==> config.mk <==
export PLATFORM = sky130hd
export DESIGN_NAME = rob_retire_unit
export DESIGN_NICKNAME = d
export VERILOG_FILES = /design/src/rtl/rob_pkg.sv /design/src/rtl/rob_entry_array.sv /design/src/rtl/rob_retire_sel.sv /design/src/rtl/rob_ptr_ctrl.sv /design/src/rtl/rob_retire_unit.sv
export SDC_FILE = /design/constraint.sdc
export NUM_CORES = 1
export LEC_CHECK = 0
export BUFFER_PORTS_ARGS = -buffer_cell sky130_fd_sc_hd__buf_2
export CAP_MARGIN = 40
export CORE_UTILIZATION = 45
export CTS_BUF_LIST = sky130_fd_sc_hd__clkbuf_4 sky130_fd_sc_hd__clkbuf_8
export CTS_CLUSTER_SIZE = 8
export DETAILED_ROUTE_END_ITERATION = 10
export PLACE_DENSITY = 0.71
export SKIP_LAST_GASP = 1
export SLEW_MARGIN = 40
export SYNTH_ARGS = -nofsm -noshare
export SYNTH_HDL_FRONTEND = slang
export SYNTH_HIERARCHICAL = 1
export SYNTH_SLANG_ARGS = --single-unit
==> constraint.sdc <==
create_clock -name clk -period 4.7 [get_ports clk]
set_input_delay 0.47 -clock clk [delete_from_list [all_inputs] [get_ports clk]]
set_output_delay 0.47 -clock clk [all_outputs]
set_load 0.05 [all_outputs]
==> src/rtl/rob_pkg.sv <==
package rob_pkg;
  // Allocation request fields as captured into a slot.
  typedef struct packed {
    logic [2:0] nuops;
    logic       branch;
    logic       pred_taken;
  } rob_alloc_t;

  // Per-slot bookkeeping held in the entry array.
  typedef struct packed {
    logic       vld;
    logic [2:0] total;
    logic [2:0] done_cnt;
    logic       branch;
    logic       pred;
    logic       actual;
  } rob_slot_t;
endpackage

==> src/rtl/rob_entry_array.sv <==
module rob_entry_array
  import rob_pkg::*;
#(
  parameter int DEPTH   = 16,
  parameter int NUM_CPL = 2,
  parameter int IDXW    = 4
) (
  input  logic                    clk,
  input  logic                    rst_n,
  input  logic                    wr_en,
  input  logic [IDXW-1:0]         wr_idx,
  input  rob_alloc_t              wr_req,
  input  logic [NUM_CPL-1:0]      cpl_valid,
  input  logic [NUM_CPL*IDXW-1:0] cpl_idx,
  input  logic [NUM_CPL-1:0]      cpl_taken,
  input  logic [DEPTH-1:0]        clr_mask,
  input  logic                    flush,
  output logic [DEPTH-1:0]        ent_done,
  output logic [DEPTH-1:0]        ent_mis,
  output logic [DEPTH-1:0]        ent_act
);

  for (genvar i = 0; i < DEPTH; i++) begin : g_slot
    rob_slot_t  s;
    logic [2:0] inc;
    logic       hit_any;
    logic       hit_taken;

    // Sum the reports that name this slot this cycle; the last port wins the direction.
    always_comb begin
      inc       = '0;
      hit_any   = 1'b0;
      hit_taken = s.actual;
      for (int p = 0; p < NUM_CPL; p++) begin
        if (cpl_valid[p] && (cpl_idx[p*IDXW +: IDXW] == IDXW'(i))) begin
          inc       = inc + 3'd1;
          hit_any   = 1'b1;
          hit_taken = cpl_taken[p];
        end
      end
    end

    always_ff @(posedge clk) begin
      if (!rst_n) begin
        s <= '0;
      end else if (flush) begin
        s.vld <= 1'b0;
      end else if (wr_en && (wr_idx == IDXW'(i))) begin
        s.vld      <= 1'b1;
        s.total    <= wr_req.nuops;
        s.done_cnt <= '0;
        s.branch   <= wr_req.branch;
        s.pred     <= wr_req.pred_taken;
        s.actual   <= 1'b0;
      end else if (clr_mask[i]) begin
        s.vld <= 1'b0;
      end else if (s.vld && hit_any) begin
        s.done_cnt <= s.done_cnt + inc;
        if (s.branch) s.actual <= hit_taken;
      end
    end

    assign ent_done[i] = s.vld && (s.done_cnt == s.total);
    assign ent_mis[i]  = ent_done[i] && s.branch && (s.actual != s.pred);
    assign ent_act[i]  = s.actual;

    // a live slot never counts more completions than it has micro-ops
    a_r3_cnt_bounded: assert property (@(posedge clk) disable iff (!rst_n)
      s.vld |-> (s.done_cnt <= s.total));
  end

endmodule

==> src/rtl/rob_retire_sel.sv <==
module rob_retire_sel #(
  parameter int DEPTH     = 16,
  parameter int RET_WIDTH = 3,
  parameter int IDXW      = 4,
  parameter int CNTW      = 5,
  parameter int NW        = 2
) (
  input  logic [IDXW-1:0]           head,
  input  logic [CNTW-1:0]           count,
  input  logic [DEPTH-1:0]          ent_done,
  input  logic [DEPTH-1:0]          ent_mis,
  output logic [RET_WIDTH-1:0]      ret_valid,
  output logic [RET_WIDTH*IDXW-1:0] ret_idx,
  output logic [NW-1:0]             ret_num,
  output logic [DEPTH-1:0]          clr_mask,
  output logic                      mis_hit,
  output logic [IDXW-1:0]           mis_idx
);

  // Walk from the head; stop at the first slot that is not done or after a mispredict.
  always_comb begin
    logic            go;
    logic [IDXW-1:0] idx;
    go        = 1'b1;
    ret_valid = '0;
    ret_idx   = '0;
    ret_num   = '0;
    clr_mask  = '0;
    mis_hit   = 1'b0;
    mis_idx   = '0;
    for (int k = 0; k < RET_WIDTH; k++) begin
      idx = head + IDXW'(k);
      if (go && (CNTW'(k) < count) && ent_done[idx]) begin
        ret_valid[k]              = 1'b1;
        ret_idx[k*IDXW +: IDXW]   = idx;
        ret_num                   = ret_num + NW'(1);
        clr_mask[idx]             = 1'b1;
        if (ent_mis[idx]) begin
          mis_hit = 1'b1;
          mis_idx = idx;
          go      = 1'b0;
        end
      end else begin
        go = 1'b0;
      end
    end
  end

endmodule

==> src/rtl/rob_ptr_ctrl.sv <==
module rob_ptr_ctrl #(
  parameter int DEPTH  = 16,
  parameter int IDXW   = 4,
  parameter int CNTW   = 5,
  parameter int NW     = 2,
  parameter int RECOV  = 10,
  parameter int RCW    = 4
) (
  input  logic            clk,
  input  logic            rst_n,
  input  logic            alloc_valid,
  input  logic [NW-1:0]   ret_num,
  input  logic            mis_hit,
  input  logic [IDXW-1:0] mis_idx,
  output logic [IDXW-1:0] head,
  output logic [IDXW-1:0] tail,
  output logic [CNTW-1:0] count,
  output logic            alloc_ready,
  output logic            alloc_fire
);

  logic [RCW-1:0] recov;

  assign alloc_ready = (count != CNTW'(DEPTH)) && (recov == '0) && !mis_hit;
  assign alloc_fire  = alloc_valid && alloc_ready;

  always_ff @(posedge clk) begin
    if (!rst_n) begin
      head  <= '0;
      tail  <= '0;
      count <= '0;
      recov <= '0;
    end else if (mis_hit) begin
      head  <= mis_idx + IDXW'(1);
      tail  <= mis_idx + IDXW'(1);
      count <= '0;
      recov <= RCW'(RECOV);
    end else begin
      head  <= head + IDXW'(ret_num);
      tail  <= tail + IDXW'(alloc_fire);
      count <= count + CNTW'(alloc_fire) - CNTW'(ret_num);
      if (recov != '0) recov <= recov - RCW'(1);
    end
  end

  // occupancy never exceeds the buffer size
  a_r2_no_overflow: assert property (@(posedge clk) disable iff (!rst_n)
    count <= CNTW'(DEPTH));

  // a full buffer refuses allocation
  a_r2_full_blocks: assert property (@(posedge clk) disable iff (!rst_n)
    (count == CNTW'(DEPTH)) |-> !alloc_ready);

  // each accepted instruction advances the tail by one
  a_r1_tail_step: assert property (@(posedge clk) disable iff (!rst_n)
    alloc_fire |=> (tail == $past(tail) + IDXW'(1)));

  // a flush empties the buffer and starts the recovery window
  a_r9_flush_empties: assert property (@(posedge clk) disable iff (!rst_n)
    mis_hit |=> ((count == '0) && !alloc_ready && (recov == RCW'(RECOV))));

endmodule

==> src/rtl/rob_retire_unit.sv <==
module rob_retire_unit
  import rob_pkg::*;
#(
  parameter int DEPTH        = 16,
  parameter int RET_WIDTH    = 3,
  parameter int NUM_CPL      = 2,
  parameter int MAX_UOPS     = 4,
  parameter int RECOV_CYCLES = 10,
  localparam int IDXW = $clog2(DEPTH),
  localparam int UOPW = $clog2(MAX_UOPS + 1)
) (
  input  logic                      clk,
  input  logic                      rst_n,
  input  logic                      alloc_valid,
  output logic                      alloc_ready,
  input  logic [UOPW-1:0]           alloc_nuops,
  input  logic                      alloc_branch,
  input  logic                      alloc_pred_taken,
  output logic [IDXW-1:0]           alloc_idx,
  input  logic [NUM_CPL-1:0]        cpl_valid,
  input  logic [NUM_CPL*IDXW-1:0]   cpl_idx,
  input  logic [NUM_CPL-1:0]        cpl_taken,
  output logic [RET_WIDTH-1:0]      ret_valid,
  output logic [RET_WIDTH*IDXW-1:0] ret_idx,
  output logic                      flush_valid,
  output logic [IDXW-1:0]           flush_idx,
  output logic                      flush_taken
);

  localparam int CNTW = $clog2(DEPTH + 1);
  localparam int NW   = $clog2(RET_WIDTH + 1);
  localparam int RCW  = $clog2(RECOV_CYCLES + 1);

  logic [IDXW-1:0]  head, tail;
  logic [CNTW-1:0]  count;
  logic             alloc_fire;
  logic [NW-1:0]    ret_num;
  logic [DEPTH-1:0] clr_mask, ent_done, ent_mis, ent_act;
  logic             mis_hit;
  logic [IDXW-1:0]  mis_idx;
  rob_alloc_t       req;

  assign req.nuops      = 3'(alloc_nuops);
  assign req.branch     = alloc_branch;
  assign req.pred_taken = alloc_pred_taken;

  rob_ptr_ctrl #(
    .DEPTH(DEPTH), .IDXW(IDXW), .CNTW(CNTW), .NW(NW),
    .RECOV(RECOV_CYCLES), .RCW(RCW)
  ) u_ptr (
    .clk(clk), .rst_n(rst_n), .alloc_valid(alloc_valid),
    .ret_num(ret_num), .mis_hit(mis_hit), .mis_idx(mis_idx),
    .head(head), .tail(tail), .count(count),
    .alloc_ready(alloc_ready), .alloc_fire(alloc_fire)
  );

  rob_entry_array #(
    .DEPTH(DEPTH), .NUM_CPL(NUM_CPL), .IDXW(IDXW)
  ) u_arr (
    .clk(clk), .rst_n(rst_n),
    .wr_en(alloc_fire), .wr_idx(tail), .wr_req(req),
    .cpl_valid(cpl_valid), .cpl_idx(cpl_idx), .cpl_taken(cpl_taken),
    .clr_mask(clr_mask), .flush(mis_hit),
    .ent_done(ent_done), .ent_mis(ent_mis), .ent_act(ent_act)
  );

  rob_retire_sel #(
    .DEPTH(DEPTH), .RET_WIDTH(RET_WIDTH), .IDXW(IDXW), .CNTW(CNTW), .NW(NW)
  ) u_sel (
    .head(head), .count(count), .ent_done(ent_done), .ent_mis(ent_mis),
    .ret_valid(ret_valid), .ret_idx(ret_idx), .ret_num(ret_num),
    .clr_mask(clr_mask), .mis_hit(mis_hit), .mis_idx(mis_idx)
  );

  assign alloc_idx   = tail;
  assign flush_valid = mis_hit;
  assign flush_idx   = mis_idx;
  assign flush_taken = ent_act[mis_idx];

  // accepted micro-op counts lie in the legal range
  a_r3_uop_range: assert property (@(posedge clk) disable iff (!rst_n)
    alloc_fire |-> ((alloc_nuops != '0) && (alloc_nuops <= UOPW'(MAX_UOPS))));

  // nothing retires from an empty buffer
  a_r4_retire_nonempty: assert property (@(posedge clk) disable iff (!rst_n)
    (|ret_valid) |-> (count != '0));

  // a flush always coincides with the branch retiring on a lane
  a_r8_flush_retires: assert property (@(posedge clk) disable iff (!rst_n)
    flush_valid |-> ret_valid[0]);

  // no allocation is accepted in the flush cycle
  a_r9_no_alloc_on_flush: assert property (@(posedge clk) disable iff (!rst_n)
    flush_valid |-> !alloc_fire);

endmodule

==> impl_metrics.py, run 1 <==
metrics = {
    "setup_path": {
        "end_kind": "output port",
        "critPathKind": "flip-flop to output port",
        "path_cells": "xnor2_1 > nand2_1 > nor3_2 > and3_4 > mux4_2 > mux2_4 > or2_4 > a2bb2o_4 > nor2_8 > nand2_4 > mux2i_4 > mux4_2 > mux2i_2 > mux2i_4 > buf_6",
        "crit_family": "multiplexers",
        "crit_fanout": 6,
        "reg2reg_to": "u_arr/ent_act[12]",
        "critical_path_arrival_ns": 4.11,
        "reg2reg_depth": 17,
        "startpoint_type": "flip-flop",
        "r2r-start": "u_arr/g_slot[7].s[3]",
        "worst_ep_required_time_ns": 4.23,
        "slowest_delay_ns": 0.56,
        "crit_buf_inv": 1,
        "cp_slowest_cell": "mux4_2",
        "r2r_setup_slack_ns": 0.28,
    },
    "sta": {
        "finalSetupTns_ns": 0,
        "period_needed_ns": 4.58,
        "worstMarginPinSlew_ns": 1.02,
        "timing.final.ws_setup_ns": 0.124,
        "fin_crit_sh_pct": 97.4,
        "slew_headroom_pct": 31.5,
        "fin_skew_ns": 0.0186,
        "maxSlewViolCount": 0,
        "setup_violations": 0,
        "max_freq_mhz": 219,
        "hold_viol_final": 0,
    },
    "synthesis": {
        "syn_inst": 1537,
        "yosys_warnings": 6,
        "synth-edff-count": 0,
        "ys_seq_area_share_pct": 28.0,
        "ys.flop_type": "dfxtp_1",
        "syn_area_mm2": 0.0127,
        "async_flop_share_pct": 0,
        "syn-num-nets": 1628,
        "ys_types": 93,
        "synth-seq-cells": 177,
        "syn_area_per_cell_um2": 8.23,
    },
    "cells_and_area": {
        "fin_nets": 1717,
        "layout_common_cells": "buf_4 (141), nand2_1 (139), dfxtp_1 (133)",
        "final_util_pct": 53.4,
        "diodes": 0,
        "stdcell_area_mm2": 0.0148,
        "final_common_cell": "buf_4",
        "area_delta_synth_final_pct": 17.0,
        "stdcell_count": 2017,
        "drive_above_1_share_pct": 23.7,
    },
    "job": {
        "cap_violations": 0,
    },
    "clock_tree": {
        "root_buffer": "clkbuf_8",
        "cts-htree-levels": 4,
        "cts_hold_buf": 0,
        "cts.sinks": 177,
        "clkSlewWorstSetupHoldPaths_ns": 0.10,
        "numCtsBuffers": 17,
        "cts_tree": "yes",
        "cts.path.max_buffers": 2,
        "clock_latency_ns": 0.49,
    },
    "pwr": {
        "ir_drop_mv": 0.154,
        "p_leak_nw": 5.72,
        "p_per_area_mw_per_mm2": 278,
    },
    "floorplan": {
        "core.rowCount": 61,
        "initial_core_util_pct": 45.7,
        "die_w_um": 170,
        "die-area_mm2": 0.0288,
        "ioPinCount": 46,
        "die_y_um": 170,
        "coreArea_mm2": 0.0277,
    },
    "route": {
        "drt-vias-per-instance": 6.30,
        "num_vias": 12703,
        "drc": 0,
        "avgRoutedWirePerCell_um": 21.2,
        "drt_pass1_iterations": 7,
        "drtIter0Drc": 1613,
        "ant_nets": 0,
        "drt_wl_total_um": 42800,
    },
    "placement": {
        "place.gp.congestion": 0.936,
        "hpwlAfterDp_um": 30100,
        "pre_cts_slack_ns": 0.152,
        "placed_cells": 1959,
        "dpl_cell_area_mm2": 0.0139,
        "portBuffers": 45,
    },
    "global_routing": {
        "grt_overflow": 0,
        "grt_pass1_vias": 11741,
        "grt_usage_pct": 29.7,
        "grt_pass1_wl_um": 66000,
        "grt_max_degree": 79,
        "antenna_found_initial": 1,
    },
    "hold_path": {
        "holdPathEnd": "u_arr/g_slot[0].s[6]",
        "hp-class": "flip-flop to flip-flop",
        "whs_path_depth": 2,
        "worstHoldStart": "u_arr/g_slot[0].s[6]",
    },
    "run_status": {
        "status": "completed",
    },
}
## state kept, by name, indices dropped and copies added (netlist names)
register and cells:
u_arr/g_slot.s 144, u_arr/ent_act 16, u_ptr/count 5, u_ptr/head 4, u_ptr/recov 4, u_ptr/tail 4
## power breakdown
group | switching, mW | total, mW | internal (mW)
Combinational | 0.817 | 1.33 | 0.515
Clock | 0.610 | 1.15 | 0.540
Sequential | 0.0721 | 1.63 | 1.55
## synth_stat cells (25+ instances only)
cell type	n	area share (%)
clkbuf_1	85	2.5
nor3_1	45	1.8
inv_1	83	2.5
xor2_1	54	3.7
nand2b_1	25	1.2
ha_1	53	5.2
o211ai_1	25	1.5
nand3_1	89	3.5
nor2_1	119	3.5
mux2i_1	56	4.4
nor2b_1	26	1.3
and3_1	33	1.6
dfxtp_1	177	28
nand2_1	142	4.2
nand4_1	31	1.5
o21ai_0	31	1.2
a21oi_1	81	3.2
## routing by layer
metal | GRT usage (%) | routed length, um | part of all wire, %
met3 | 7.00 | 4780 | 11
met5 | 0 | 13 | 0.030
met4 | 14.3 | 2030 | 4.7
met1 | 39.2 | 17400 | 41
met2 | 45.6 | 18600 | 43
## worst register-to-register path, stage by stage, from the launching register on
cell	delay, ns
dfxtp_2	0.34
xnor2_1	0.11
nand2_1	0.10
nor3_2	0.07
and3_4	0.20
mux4_2	0.46
mux2_4	0.30
or2_4	0.24
a2bb2o_4	0.23
nor2_8	0.16
buf_4	0.19
nand2_4	0.08
buf_4	0.18
o32ai_1	0.87
nor2b_1	0.15
and3_1	0.23
a311oi_1	0.26
o311a_1	0.20
## kinds of logic (layout without fill, tap and decap cells)
logic type / Yosys count / after routing / synth area share, %
buffers and inverters: 210 / 312 / 7.02
muxes: 87 / 87 / 9.36
AOI/OAI and AO/OA: 293 / 293 / 16.2
adders and majority gates: 71 / 71 / 8.09
xor gates and xnor gates: 78 / 78 / 5.52
and+or+nand+nor: 621 / 621 / 25.8
DFF: 177 / 177 / 28.0
## timing repair
item | in CTS | in global routing
endpoints found under the setup margin | 1 | 2
endpoints found under the hold margin | 0 | 0
pin swaps | 13 | 12
setup buffers | 17 | 10
gates resized for setup | 59 | 37
## per-stage QoR
stage / hold slack, ns / total power, mW
floorplan: 0.445 / 2.51
global placement: 0.453 / 2.87
detailed placement: 0.458 / 2.89
CTS: 0.466 / 4.05
global route: 0.487 / 4.28
finish: 0.464 / 4.11
## worst max-delay path by stage
| stage | start | end | slack, ns | cells after the start |
|---|---|---|---|---|
| 2_1_floorplan | u_ptr/head[0] | u_ptr/count[4] | -0.05 | 23 |
| 3_3_place_gp | u_arr/g_slot[5].s[5] | flush_taken | 0.23 | 15 |
| 3_5_place_dp | u_arr/g_slot[5].s[5] | flush_taken | 0.15 | 15 |
| 6_report | u_arr/g_slot[7].s[3] | flush_taken | 0.12 | 15 |
| 5_1_grt | u_arr/g_slot[10].s[3] | flush_taken | -0.02 | 16 |
| 4_1_cts | u_ptr/head[1] | flush_taken | 0.04 | 15 |
## final cells by class
class | instances | area [um2]
clock buffer | 18 | 241
clock inverter | 14 | 179
fill | 2538 | 12900
inverter | 85 | 328
multi-input combinational | 1150 | 8530
sequential | 177 | 3600
tap | 378 | 473
timing repair buffer | 195 | 1440
(Power assumes the default switching activity.)
==> run 2, diff against run 1 <==
==> constraint.sdc (replaced) <==
create_clock -name clk -period 4.7 [get_ports clk]
set_input_delay 0.47 -clock clk [delete_from_list [all_inputs] [get_ports clk]]
set_output_delay 0.47 -clock clk [all_outputs]
set_load 0.1 [all_outputs]
==> run 2 against run 1 <==
Clock-buffer cell count rose by 1. Die area unchanged. Clock skew decreased by 0.0013 ns. Flip-flop and latch count unchanged. Critical path depth fell by 3. Global-route usage is 0.34 points higher. Total power increased by 2.2%. Worst hold slack better by 0.0051 ns. Critical endpoint unchanged. Largest cell class unchanged. Largest power group unchanged.
==> impl_metrics.py, run 2 (synthesis gave the netlist of run 1 again) <==
metrics = {
    "clock_tree": {
        "clkSlewWorstSetupHoldPaths_ns": 0.09,
        "cts_hold_buf": 0,
        "root_buffer": "clkbuf_8",
        "cts.sinks": 177,
        "cts.path.max_buffers": 2,
        "clock_latency_ns": 0.49,
        "numCtsBuffers": 17,
        "cts_tree": "yes",
        "cts-htree-levels": 4,
    },
    "setup_path": {
        "reg2reg_to": "u_arr/g_slot[10].s[5]",
        "cp_slowest_cell": "mux4_2",
        "worst_ep_required_time_ns": 4.23,
        "reg2reg_depth": 16,
        "end_kind": "output port",
        "critical_path_arrival_ns": 4.20,
        "r2r-start": "u_arr/g_slot[5].s[5]",
        "path_cells": "inv_1 > ha_4 > mux4_2 > a22oi_2 > nand3_4 > nor4b_4 > a21oi_4 > mux2i_4 > mux4_2 > mux2i_2 > mux2i_4 > buf_12",
        "r2r_setup_slack_ns": 0.25,
        "startpoint_type": "flip-flop",
        "crit_fanout": 10,
        "slowest_delay_ns": 0.57,
        "critPathKind": "flip-flop to output port",
    },
    "sta": {
        "fin_skew_ns": 0.0173,
        "fin_crit_sh_pct": 99.4,
        "worstMarginPinSlew_ns": 0.895,
        "rsz0062_at_grt": "true",
        "period_needed_ns": 4.67,
        "setup_violations": 0,
        "hold_ws_ns": 0.469,
        "max_freq_mhz": 214,
        "hold_viol_final": 0,
        "slew_headroom_pct": 40.2,
        "maxSlewViolCount": 0,
    },
    "floorplan": {
        "ioPinCount": 46,
        "coreArea_mm2": 0.0277,
        "initial_core_util_pct": 45.7,
        "core.rowCount": 61,
        "die_w_um": 170,
        "die_y_um": 170,
        "die-area_mm2": 0.0288,
    },
    "placement": {
        "hpwlAfterDp_um": 31700,
        "placed_cells": 1915,
        "place.gp.congestion": 1.01,
        "portBuffers": 45,
    },
    "pwr": {
        "p_leak_nw": 5.71,
        "p_total_mw": 4.20,
        "ir_drop_mv": 0.142,
        "p_per_area_mw_per_mm2": 277,
    },
    "route": {
        "drc": 0,
        "num_vias": 12427,
        "drt_pass1_iterations": 6,
        "drt_wl_total_um": 43500,
        "avgRoutedWirePerCell_um": 22.0,
        "drtIter0Drc": 1444,
        "ant_nets": 0,
        "drt-vias-per-instance": 6.29,
    },
    "cells_and_area": {
        "final_common_cell": "dfxtp_1",
        "stdcell_count": 1976,
        "layout_common_cells": "dfxtp_1 (137), nand2_1 (121), nor2_1 (118)",
        "area_delta_synth_final_pct": 19.7,
        "drive_above_1_share_pct": 25.9,
        "fin_nets": 1673,
        "top_register": "u_arr/g_slot.s",
        "largest_reg_flops": 144,
    },
    "global_routing": {
        "grt_pass1_vias": 11632,
        "grt_usage_pct": 30.1,
        "antenna_found_initial": 5,
        "grt_max_degree": 87,
        "grt_pass1_wl_um": 66300,
        "grt_overflow": 0,
    },
    "run_status": {
        "status": "completed",
    },
    "job": {
        "cap_violations": 0,
    },
    "hold_path": {
        "whs_path_depth": 2,
        "hp-class": "flip-flop to flip-flop",
        "worstHoldStart": "u_arr/g_slot[1].s[7]",
        "holdPathEnd": "u_arr/g_slot[1].s[7]",
    },
}
-- run 2: changes by cell type in the layout (fill, tap and decap cells not counted), moves of 5 or more --
cell / delta
a21oi_1: -19
a21oi_2: +19
buf_12: +10
buf_2: -12
buf_4: -40
dfxtp_2: -5
nand2_1: -18
nand2_4: +10
nand2_8: +7
nand3_1: -14
nand3_2: +11
nor3_4: +5
-- run 2: per-layer routing --
layer,global-route usage (%),share of wire [%],vias to the layer above
met5,0,0.048,-
met4,14.6,4.7,4
met3,7.67,9.6,159
met2,47.8,45,688
met1,37.9,41,5958
li1,-,-,5618
-- run 2: stage by stage --
| stage | setup WS (ns) | util (%) | area, um2 | setup TNS, ns |
|---|---|---|---|---|
| 4_1_cts | 0.0260 | 54.3 | 15100 | 0 |
| 3_5_place_dp | 0.0569 | 51.8 | 14300 | 0 |
| 6_report | 0.0290 | 54.7 | 15100 | 0 |
| 5_1_grt | -0.107 | 54.6 | 15100 | -0.107 |
| 3_3_place_gp | 0.158 | 51.6 | 14300 | 0 |
| 2_1_floorplan | -0.883 | - | 13500 | -59.89 |
-- run 2: report_power, final --
group          total, mW  switching, mW  internal, mW
Clock               1.06          0.608         0.449
Combinational       1.51          0.963         0.549
Sequential          1.63         0.0762          1.55
Total               4.20           1.65          2.55
-- run 2: how the worst max path moves through the flow --
stage,start,to,slack [ns],depth (start not counted)
finish,u_ptr/head[1],flush_taken,0.03,12
global route,u_arr/g_slot[13].s[5],flush_taken,-0.11,13
CTS,u_arr/g_slot[8].s[5],flush_taken,0.03,14
detailed placement,u_arr/g_slot[4].s[5],flush_taken,0.06,15
global placement,u_arr/g_slot[1].s[3],flush_taken,0.16,15
floorplan,u_ptr/head[0],flush_taken,-0.88,12
-- run 2: repair_timing --
item | 4_1_cts | 5_1_grt
gates resized for setup | 72 | 17
pin swaps | 20 | 5
setup buffers | 24 | 3
hold endpoints to repair | 0 | 0
setup endpoints to repair | 1 | 4
-- run 2: final cells by class --
| class | instances | area, um2 |
|---|---|---|
| clock buffer | 19 | 255 |
| clock inverter | 13 | 124 |
| antenna | 3 | 7.51 |
| fill | 2457 | 12600 |
| multi-input combinational | 1150 | 9090 |
| timing repair buffer | 151 | 1270 |
| tap | 378 | 473 |
| inverter | 85 | 328 |
| sequential | 177 | 3600 |
-- run 2: critical path: cells and delay by family (launching register included) --
| kind | cells | cell delay (ns) |
|---|---|---|
| AO/OA/AOI/OAI | 2 | 0.36 |
| flip-flops | 1 | 0.45 |
| multiplexers | 5 | 1.74 |
| adder cells (fa/ha/maj) | 1 | 0.35 |
| AND/OR/NAND/NOR | 2 | 0.54 |
| buffers and inverters | 2 | 0.29 |
